--- src/rtl/sfsr_pkg.sv ---
package sfsr_pkg;

    typedef enum logic [2:0] {
        ST_IDLE,
        ST_OPCODE,
        ST_WRDATA,
        ST_WRHOLD,
        ST_WENHOLD,
        ST_RDOUT,
        ST_DROP
    } sfsr_state_e;

    localparam logic [7:0] OP_ARM   = 8'h06;
    localparam logic [7:0] OP_WRITE = 8'h01;
    localparam logic [7:0] OP_READ  = 8'h05;

    localparam int SYNC_W  = 4;
    localparam int PIN_CS  = 0;
    localparam int PIN_SCK = 1;
    localparam int PIN_DI  = 2;
    localparam int PIN_WP  = 3;

    function automatic logic [7:0] writable_mask(input bit wide);
        return wide ? 8'h9C : 8'h8C;
    endfunction

endpackage

--- src/rtl/sfsr_pin_sync.sv ---
module sfsr_pin_sync #(
    parameter int               W       = 4,
    parameter int               STAGES  = 2,
    parameter logic [W-1:0]     RST_VAL = '0
) (
    input  logic         clk,
    input  logic         rst_n,
    input  logic [W-1:0] pin_i,
    output logic [W-1:0] lvl_o,
    output logic [W-1:0] rise_o,
    output logic [W-1:0] fall_o
);

    logic [W-1:0] stg [0:STAGES];

    always_ff @(posedge clk or negedge rst_n) begin
        if (!rst_n) begin
            for (int i = 0; i <= STAGES; i++) stg[i] <= RST_VAL;
        end else begin
            stg[0] <= pin_i;
            for (int i = 1; i <= STAGES; i++) stg[i] <= stg[i-1];
        end
    end

    assign lvl_o  = stg[STAGES-1];
    assign rise_o = stg[STAGES-1] & ~stg[STAGES];
    assign fall_o = ~stg[STAGES-1] & stg[STAGES];

endmodule

--- src/rtl/sfsr_rx_shift.sv ---
module sfsr_rx_shift #(
    parameter int WORD = 8
) (
    input  logic            clk,
    input  logic            rst_n,
    input  logic            clr_i,
    input  logic            shift_i,
    input  logic            bit_i,
    output logic            done_o,
    output logic [WORD-1:0] word_o
);

    localparam int CW = (WORD > 1) ? $clog2(WORD) : 1;

    logic [WORD-1:0] sh_q;
    logic [CW-1:0]   cnt_q;

    always_ff @(posedge clk or negedge rst_n) begin
        if (!rst_n) begin
            sh_q   <= '0;
            cnt_q  <= '0;
            done_o <= 1'b0;
            word_o <= '0;
        end else if (clr_i) begin
            cnt_q  <= '0;
            done_o <= 1'b0;
        end else begin
            done_o <= 1'b0;
            if (shift_i) begin
                sh_q <= {sh_q[WORD-2:0], bit_i};
                if (cnt_q == CW'(WORD - 1)) begin
                    cnt_q  <= '0;
                    done_o <= 1'b1;
                    word_o <= {sh_q[WORD-2:0], bit_i};
                end else begin
                    cnt_q <= cnt_q + 1'b1;
                end
            end
        end
    end

endmodule

--- src/rtl/sfsr_wcycle_timer.sv ---
module sfsr_wcycle_timer #(
    parameter int TW_CYCLES = 1000
) (
    input  logic clk,
    input  logic rst_n,
    input  logic start_i,
    output logic busy_o
);

    localparam int CW = $clog2(TW_CYCLES + 1);

    logic [CW-1:0] cnt_q;

    always_ff @(posedge clk or negedge rst_n) begin
        if (!rst_n)              cnt_q <= '0;
        else if (start_i)        cnt_q <= CW'(TW_CYCLES);
        else if (cnt_q != '0)    cnt_q <= cnt_q - 1'b1;
    end

    assign busy_o = (cnt_q != '0);

endmodule

--- src/rtl/sfsr_ctrl.sv ---
module sfsr_ctrl
    import sfsr_pkg::*;
#(
    parameter bit WIDE_MAP  = 1'b1,
    parameter int TW_CYCLES = 1000
) (
    input  logic       clk,
    input  logic       rst_n,
    input  logic       spi_cs_n,
    input  logic       spi_sck,
    input  logic       spi_di,
    input  logic       spi_wp_n,
    output logic       spi_do,
    output logic       spi_do_oe,
    output logic [7:0] sts_o,
    output logic [2:0] bp_o
);

    localparam logic [7:0] WMASK   = writable_mask(WIDE_MAP);
    localparam logic [5:0] NV_MASK = WMASK[7:2];

    // Pin synchronisation and edge detection
    logic [SYNC_W-1:0] pin_lvl, pin_rise, pin_fall;

    sfsr_pin_sync #(
        .W       (SYNC_W),
        .STAGES  (2),
        .RST_VAL (4'b1001)
    ) u_sync (
        .clk    (clk),
        .rst_n  (rst_n),
        .pin_i  ({spi_wp_n, spi_di, spi_sck, spi_cs_n}),
        .lvl_o  (pin_lvl),
        .rise_o (pin_rise),
        .fall_o (pin_fall)
    );

    logic cs_hi, cs_rise, cs_fall, sck_rise, sck_fall, di_s, wp_hi;
    assign cs_hi    = pin_lvl[PIN_CS];
    assign cs_rise  = pin_rise[PIN_CS];
    assign cs_fall  = pin_fall[PIN_CS];
    assign sck_rise = pin_rise[PIN_SCK];
    assign sck_fall = pin_fall[PIN_SCK];
    assign di_s     = pin_lvl[PIN_DI];
    assign wp_hi    = pin_lvl[PIN_WP];

    logic sync_unused;
    assign sync_unused = ^{pin_lvl[PIN_SCK], pin_rise[PIN_DI], pin_fall[PIN_DI],
                           pin_rise[PIN_WP], pin_fall[PIN_WP]};

    // Byte receiver
    logic       rx_done;
    logic [7:0] rx_word;

    sfsr_rx_shift #(.WORD(8)) u_rx (
        .clk     (clk),
        .rst_n   (rst_n),
        .clr_i   (cs_hi),
        .shift_i (sck_rise),
        .bit_i   (di_s),
        .done_o  (rx_done),
        .word_o  (rx_word)
    );

    // Self-timed write cycle
    logic busy, commit_wr, set_wel;

    sfsr_wcycle_timer #(.TW_CYCLES(TW_CYCLES)) u_tmr (
        .clk     (clk),
        .rst_n   (rst_n),
        .start_i (commit_wr),
        .busy_o  (busy)
    );

    // Status storage
    logic [7:2] nv_q;
    logic       wel_q;
    logic [7:0] status;
    assign status = {nv_q, wel_q, busy};

    // Permission decode
    logic arm_ok, wr_ok, locked;
    assign locked = nv_q[7] && !wp_hi;
    assign arm_ok = (rx_word == OP_ARM) && !busy;
    assign wr_ok  = (rx_word == OP_WRITE) && !busy && wel_q && !locked;

    // State register
    sfsr_state_e st_q, st_d;

    always_ff @(posedge clk or negedge rst_n) begin
        if (!rst_n) st_q <= ST_IDLE;
        else        st_q <= st_d;
    end

    // Next state
    always_comb begin
        st_d = st_q;
        if (cs_rise) begin
            st_d = ST_IDLE;
        end else begin
            unique case (st_q)
                ST_IDLE:    if (cs_fall) st_d = ST_OPCODE;
                ST_OPCODE: begin
                    if (rx_done) begin
                        if (rx_word == OP_READ) st_d = ST_RDOUT;
                        else if (arm_ok)        st_d = ST_WENHOLD;
                        else if (wr_ok)         st_d = ST_WRDATA;
                        else                    st_d = ST_DROP;
                    end
                end
                ST_WRDATA:  if (rx_done)  st_d = ST_WRHOLD;
                ST_WRHOLD:  if (sck_rise) st_d = ST_DROP;
                ST_WENHOLD: if (sck_rise) st_d = ST_DROP;
                ST_RDOUT:   st_d = ST_RDOUT;
                ST_DROP:    st_d = ST_DROP;
                default:    st_d = ST_IDLE;
            endcase
        end
    end

    assign commit_wr = cs_rise && (st_q == ST_WRHOLD);
    assign set_wel   = cs_rise && (st_q == ST_WENHOLD);

    // Outputs and datapath
    logic [7:0] wdata_q;
    logic [7:0] rd_sh_q;
    logic [2:0] rd_cnt_q;
    logic       do_q;

    always_ff @(posedge clk or negedge rst_n) begin
        if (!rst_n) begin
            nv_q     <= '0;
            wel_q    <= 1'b0;
            wdata_q  <= '0;
            rd_sh_q  <= '0;
            rd_cnt_q <= '0;
            do_q     <= 1'b0;
        end else begin
            if (commit_wr) begin
                nv_q  <= (nv_q & ~NV_MASK) | (wdata_q[7:2] & NV_MASK);
                wel_q <= 1'b0;
            end else if (set_wel) begin
                wel_q <= 1'b1;
            end

            if (st_q == ST_WRDATA && rx_done) wdata_q <= rx_word;

            if (st_q == ST_OPCODE && rx_done && rx_word == OP_READ) begin
                rd_sh_q  <= status;
                rd_cnt_q <= '0;
            end else if (st_q == ST_RDOUT && sck_fall) begin
                do_q <= rd_sh_q[7];
                if (rd_cnt_q == 3'd7) begin
                    rd_sh_q  <= status;
                    rd_cnt_q <= '0;
                end else begin
                    rd_sh_q  <= {rd_sh_q[6:0], 1'b0};
                    rd_cnt_q <= rd_cnt_q + 1'b1;
                end
            end
        end
    end

    assign spi_do_oe = (st_q == ST_RDOUT);
    assign spi_do    = spi_do_oe ? do_q : 1'b0;
    assign sts_o     = status;
    assign bp_o      = nv_q[4:2];

endmodule

--- config.mk ---
export PLATFORM = sky130hd
export DESIGN_NAME = sfsr_ctrl
export DESIGN_NICKNAME = d
export VERILOG_FILES = /design/src/rtl/sfsr_pkg.sv /design/src/rtl/sfsr_pin_sync.sv /design/src/rtl/sfsr_rx_shift.sv /design/src/rtl/sfsr_wcycle_timer.sv /design/src/rtl/sfsr_ctrl.sv
export SDC_FILE = /design/constraint.sdc
export NUM_CORES = 1
export LEC_CHECK = 0
export BUFFER_PORTS_ARGS = -buffer_cell sky130_fd_sc_hd__buf_2
export CORE_MARGIN = 3
export CORE_UTILIZATION = 54
export CTS_CLUSTER_SIZE = 16
export DETAILED_ROUTE_END_ITERATION = 8
export GPL_ROUTABILITY_DRIVEN = 0
export PLACE_DENSITY = 0.72
export SYNTH_ARGS = -nofsm -noshare
export SYNTH_HDL_FRONTEND = slang
export SYNTH_SLANG_ARGS = --single-unit
--- constraint.sdc ---
create_clock -name clk -period 3.6 [get_ports clk]
set_clock_uncertainty 0.2 [all_clocks]
set_input_delay 1.08 -clock clk [delete_from_list [all_inputs] [get_ports clk]]
set_output_delay 1.08 -clock clk [all_outputs]
set_load 0.01 [all_outputs]
==> impl_metrics.env, run 1 <==
export IMPL_outcome="completed"
export IMPL_internal_power_uw=1590
export IMPL_tightestPinTransition_ns=0.681
export IMPL_cp_buffers_inverters=2
export IMPL_cp_top_family="simple AND/OR/NAND/NOR gates"
export IMPL_htreeDepth=3
export IMPL_die_w_um=79.2
export IMPL_die_y_um=79.2
export IMPL_cts_buffer_depth=2
export IMPL_cap_violations=0
export IMPL_min_path_type="flip-flop to flip-flop"
export IMPL_rows=26
export IMPL_power_density_nw_per_um2=689
export IMPL_ys_seq_area_share_pct=54.8
export IMPL_synth_edf_count=0
export IMPL_relSlewSlack_pct=54.6
export IMPL_diodes=0
export IMPL_rsz0062_at_grt="no"
export IMPL_pwr_share_clk_pct=33.1
export IMPL_routed_wl_um=5020
export IMPL_synth_cell_type_count=51
export IMPL_post_cts_buffers=0
export IMPL_dpl_hpwl_um=3440
export IMPL_cts_tree="built"
export IMPL_p_seq_share_pct=47.2
export IMPL_syn_inst=261
export IMPL_hold_viol_final=0
export IMPL_vdd_drop_max_v=0.000413
export IMPL_crit_arrival_ns=2.12
export IMPL_route_detailed_drc=0
export IMPL_viasPerCell=5.44
export IMPL_combPwrFrac_pct=19.7
export IMPL_grt_start_max_net_pins=35
export IMPL_netlist_top_cells_area="dfrtp_1 (50%), mux2_2 (7.8%), dfstp_2 (4.5%)"
export IMPL_drt_iter0_drc=122
export IMPL_cp_max_fo=5
export IMPL_syn_to_final_growth_pct=11.9
export IMPL_max_stage_delay_ns=0.51
export IMPL_syn_cell_area_um2=2890
export IMPL_cts_root_buf="clkbuf_8"
export IMPL_syn_avg_cell_area_um2=11.1
export IMPL_ctsResizeCount=0
export IMPL_fp_coreArea_um2=5140
export IMPL_synth_top_cell_area_share_pct=50.2
export IMPL_yosysTopAreaCell="dfrtp_1"
export IMPL_clkSlewWorstSetupHoldPaths_ns=0.07
export IMPL_synth_warning_count=0
export IMPL_antenna_found_initial=0
export IMPL_power_switching_uw=640
export IMPL_swShare_pct=28.7
export IMPL_start_kind="flip-flop"
export IMPL_die_area_um2=6270
export IMPL_grtUsageTotal_pct=18.0
export IMPL_tns_ns=0
export IMPL_first_pass_iters=4
export IMPL_grt_ovfl_total=0
export IMPL_final_nets=287
export IMPL_slew_violations=0
export IMPL_async_flop_share_pct=100
export IMPL_pin_count=19
export IMPL_grt_pass1_vias=1910
export IMPL_ant_nets=0
export IMPL_initial_core_util_pct=56.2
export IMPL_cp_required_ns=2.32
export IMPL_period_minus_slack_ns=3.40
export IMPL_cts_sinks=63
export IMPL_fin_crit_sh_pct=94.4
export IMPL_leakagePower_uw=0.00149
export IMPL_crit_slowest_cell="or4b_1"
export IMPL_finalSetupViolations=0
export IMPL_num_vias=1898
export IMPL_clock_latency_ns=0.33
export IMPL_drt_wirelength_per_cell_um=14.4
export IMPL_grt_pass1_wl_um=8680
export IMPL_drive_gt1_share_pct=22.9
export IMPL_synth_seq_cells=63
export IMPL_io_buffers=16
export IMPL_pre_cts_slack_ns=0.573
export IMPL_fin_ws_ns=0.201
export IMPL_synthFlopType="dfrtp_1"
export IMPL_cts_hold_buf=0
export IMPL_crit_chain="inv_1 -> ha_1 -> or4b_1 -> or3_1 -> buf_2"
export IMPL_max_freq_mhz=294
export IMPL_worstSetupPathType="flip-flop to output pin"
export IMPL_cp_end_kind="output pin"
export IMPL_cts_buffers=9
## cells by family after synthesis
logic type | synth area share [%]
buffers and inverters | 4.11
AOI/OAI and AO/OA | 10.5
xor gates and xnor gates | 1.21
adders and majority gates | 3.03
and+or+nand+nor | 17.7
DFF | 54.8
other | 0.130
muxes | 8.49
## flip-flops by register name, summed over array words and instances (netlist names), 4 cells and up
register / cells
u_tmr.cnt_q: 10
rd_sh_q: 8
u_rx.word_o: 8
u_rx.sh_q: 7
u_sync.stg: 6
nv_q: 4
u_sync.lvl_o: 4
wdata_q: 4
## final cells by class
| class | count | area [µm²] |
|---|---|---|
| Fill cell | 450 | 1900 |
| Inverter | 7 | 26.3 |
| Tap cell | 70 | 87.6 |
| Sequential cell | 63 | 1580 |
| Clock inverter | 3 | 90.1 |
| Timing Repair Buffer | 18 | 108 |
| Clock buffer | 13 | 149 |
| Multi-Input combinational cell | 175 | 1190 |
## power groups by stage
stage	logic (µW)	clock network (µW)	registers [µW]
finish	439	738	1050
global route	508	787	1080
CTS	446	755	1050
detailed placement	442	0	1060
global placement	431	0	1050
floorplan	417	0	976
## cells in the mapped netlist, drive strengths merged (3+ instances only)
cell type and n:
a21oi 12, a2bb2oi 5, buf 9, clkbuf 8
dfrtp 58, dfstp 5, ha 7, inv 7
mux2 20, nand2 33, nand2b 6, nand3 6
nand3b 3, nor2 18, nor2b 3, nor3 5
nor4 4, o21ai 5, o22ai 6, o31ai 4
or4 3, or4b 4, xnor2 3
## path summary, 6_finish.rpt
path | from | end | slack [ns] | cells past startpoint
max in group asynchronous | rst_n | u_sync.stg[8] | 1.94 | 2
hold / removal | u_sync.stg[10] | u_sync.lvl_o[2] | 0.15 | 0
hold reg to reg | u_sync.stg[10] | u_sync.lvl_o[2] | 0.15 | 0
setup / recovery | u_tmr.cnt_q[0] | sts_o[0] | 0.20 | 5
min in group asynchronous | rst_n | u_tmr.cnt_q[8] | 0.59 | 1
setup reg to reg | u_tmr.cnt_q[0] | st_q[1] | 1.01 | 7
## cells in the final DEF (no fill, tap or decap), types with 2 or more instances in the layout
master     synthesis  routed
a21oi_1           11      11
a2bb2oi_1          5       5
and2_1             2       2
buf_2              2      16
bufinv_16          0       3
clkbuf_1           8       3
clkbuf_8           0      10
conb_1             1       2
dfrtp_1           58      58
dfstp_2            5       5
ha_1               7       7
inv_1              7       7
mux2_2            20      20
mux2i_1            2       2
nand2_1           33      33
nand2b_1           6       6
nand3_1            6       6
nand3b_1           3       3
nor2_1            18      18
nor2b_1            3       3
nor3_1             5       5
nor4_1             3       3
nor4b_1            2       2
o211ai_1           2       2
o21ai_0            5       5
o21bai_1           2       2
o22ai_1            6       6
o31ai_1            4       4
or4_1              2       2
or4b_1             2       2
xnor2_1            3       3
## routing by layer
layer | vias to the layer above | track usage [%] | share of wire (%)
met2 | 23 | 28.1 | 48
met5 | - | 0 | 0
li1 | 942 | - | -
met4 | 0 | 7.04 | 0.80
met1 | 929 | 22.9 | 47
met3 | 4 | 6.58 | 3.6
## metrics by stage
stage               power (µW)  instances  hold WS, ns  util [%]  area, µm²
finish                    2230        349        0.153      63.0       3240
global route              2380        349        0.159      63.0       3240
CTS                       2250        349        0.152      63.0       3240
detailed placement        1510        333        0.137      58.3       3000
global placement          1480        333        0.134      58.3       3000
floorplan                 1390        262        0.131         -       2890
(Power assumes the default switching activity.)
==> run 2: changes to the inputs <==
--- a/config.mk
+++ b/config.mk
@@ -6,7 +6,7 @@
 export NUM_CORES = 1
 export LEC_CHECK = 0
 export BUFFER_PORTS_ARGS = -buffer_cell sky130_fd_sc_hd__buf_2
-export CORE_MARGIN = 3
+export CORE_MARGIN = 10
 export CORE_UTILIZATION = 54
 export CTS_CLUSTER_SIZE = 16
 export DETAILED_ROUTE_END_ITERATION = 8
==> run 2 against run 1 <==
Critical path depth unchanged. Sequential cell count unchanged. Global-route usage decreased by 4.7 points. Via count increased by 0.63%. Register-to-register slack improved by 0.06 ns. Count of clock-buffer cells in the layout decreased by 2. Non-clock buffer count unchanged. Sequential power about the same. Maximum frequency increased by 0.77%. Critical path type unchanged. Critical endpoint unchanged. Largest power group unchanged.
==> impl_metrics.env, run 2 (same netlist as run 1, synthesis figures left out) <==
export IMPL_cts_buffer_depth=2
export IMPL_worstSetupPathType="flip-flop to output pin"
export IMPL_largest_reg_flops=10
export IMPL_tightestPinTransition_ns=0.668
export IMPL_grtUsageTotal_pct=13.3
export IMPL_post_cts_buffers=0
export IMPL_viasPerCell=5.47
export IMPL_diodes=0
export IMPL_cap_violations=0
export IMPL_reg_top3="u_tmr.cnt_q: 10 flops, rd_sh_q: 8 flops, u_rx.word_o: 8 flops"
export IMPL_htreeDepth=3
export IMPL_start_kind="flip-flop"
export IMPL_finalSetupViolations=0
export IMPL_grt_pass1_vias=1903
export IMPL_tns_ns=0
export IMPL_die_y_um=93.2
export IMPL_fin_crit_sh_pct=93.7
export IMPL_vdd_drop_max_v=0.000469
export IMPL_syn_to_final_growth_pct=10.3
export IMPL_grt_pass1_wl_um=9140
export IMPL_initial_core_util_pct=56.2
export IMPL_first_pass_iters=4
export IMPL_ctsResizeCount=0
export IMPL_antenna_found_initial=0
export IMPL_dpl_instance_area_um2=3000
export IMPL_fp_coreArea_um2=5140
export IMPL_rsz0062_at_grt="no"
export IMPL_cts_tree="built"
export IMPL_fin_area_um2=3190
export IMPL_p_total_uw=2080
export IMPL_crit_arrival_ns=2.09
export IMPL_rows=26
export IMPL_drt_iter0_drc=65
export IMPL_die_area_um2=8680
export IMPL_cts_hold_buf=0
export IMPL_cts_buffers=9
export IMPL_drive_gt1_share_pct=23.3
export IMPL_pin_count=19
export IMPL_die_w_um=93.2
export IMPL_cp_max_fo=5
export IMPL_cp_required_ns=2.32
export IMPL_io_buffers=16
export IMPL_power_density_nw_per_um2=654
export IMPL_max_freq_mhz=296
export IMPL_drt_wirelength_per_cell_um=14.9
export IMPL_routed_wl_um=5200
export IMPL_grt_ovfl_total=0
export IMPL_largest_register="u_tmr.cnt_q"
export IMPL_num_vias=1910
export IMPL_ant_nets=0
export IMPL_hold_viol_final=0
export IMPL_relSlewSlack_pct=55.4
export IMPL_leakagePower_uw=0.00146
export IMPL_period_minus_slack_ns=3.37
export IMPL_cp_end_kind="output pin"
export IMPL_slew_violations=0
export IMPL_min_path_type="flip-flop to flip-flop"
export IMPL_mostFrequentLayoutCells="dfrtp_1 (58), nand2_1 (33), mux2_2 (20)"
export IMPL_cts_root_buf="clkbuf_8"
export IMPL_route_detailed_drc=0
export IMPL_clkSlewWorstSetupHoldPaths_ns=0.07
export IMPL_outcome="completed"
export IMPL_final_nets=287
export IMPL_hold_ws_ns=0.150
export IMPL_clock_latency_ns=0.34
export IMPL_grt_start_max_net_pins=37
export IMPL_final_common_cell="dfrtp_1"
export IMPL_cts_sinks=63
export IMPL_dpl_hpwl_um=3610
run 2: path summary, 6_finish.rpt:
check	start	endpoint	slack [ns]	cells past startpoint
worst max-delay path	u_tmr.cnt_q[0]	sts_o[0]	0.23	5
worst min-delay path	u_sync.stg[10]	u_sync.lvl_o[2]	0.15	0
worst max register to register	u_tmr.cnt_q[0]	st_q[1]	1.07	7
worst min register to register	u_sync.stg[10]	u_sync.lvl_o[2]	0.15	0
max in group asynchronous	rst_n	u_sync.stg[0]	1.95	2
min in group asynchronous	rst_n	u_tmr.cnt_q[8]	0.58	1
run 2: through the flow:
step | utilization [%] | setup slack [ns] | cells
3_3_place_gp | 58.3 | 0.644 | 333
4_1_cts | 62.0 | 0.208 | 349
5_1_grt | 62.0 | 0.0905 | 349
2_1_floorplan | - | 0.570 | 262
6_report | 62.0 | 0.227 | 349
3_5_place_dp | 58.3 | 0.610 | 333
run 2: layout make-up:
type / instances / area (µm²)
timing repair buffer: 18 / 108
fill: 444 / 1950
clock buffer: 11 / 131
tap: 70 / 87.6
sequential: 63 / 1580
inverter: 7 / 26.3
multi-input combinational: 175 / 1190
clock inverter: 5 / 58.8
run 2: routing by layer:
layer | global-route usage, % | vias up | share of wire, %
met3 | 5.68 | 4 | 4.8
met2 | 21.3 | 36 | 47
met4 | 5.53 | 0 | 0.87
met1 | 15.4 | 922 | 47
met5 | 0 | - | 0
li1 | - | 948 | -
run 2: critical path, stage by stage (launching register included):
cell and delay [ns]:
dfrtp_1 0.43, inv_1 0.10, ha_1 0.16, or4b_1 0.50, or3_1 0.40, buf_2 0.16
run 2: power breakdown:
group          internal, µW  switching, µW
Combinational           240            207
Clock                   321            270
Sequential              869            178
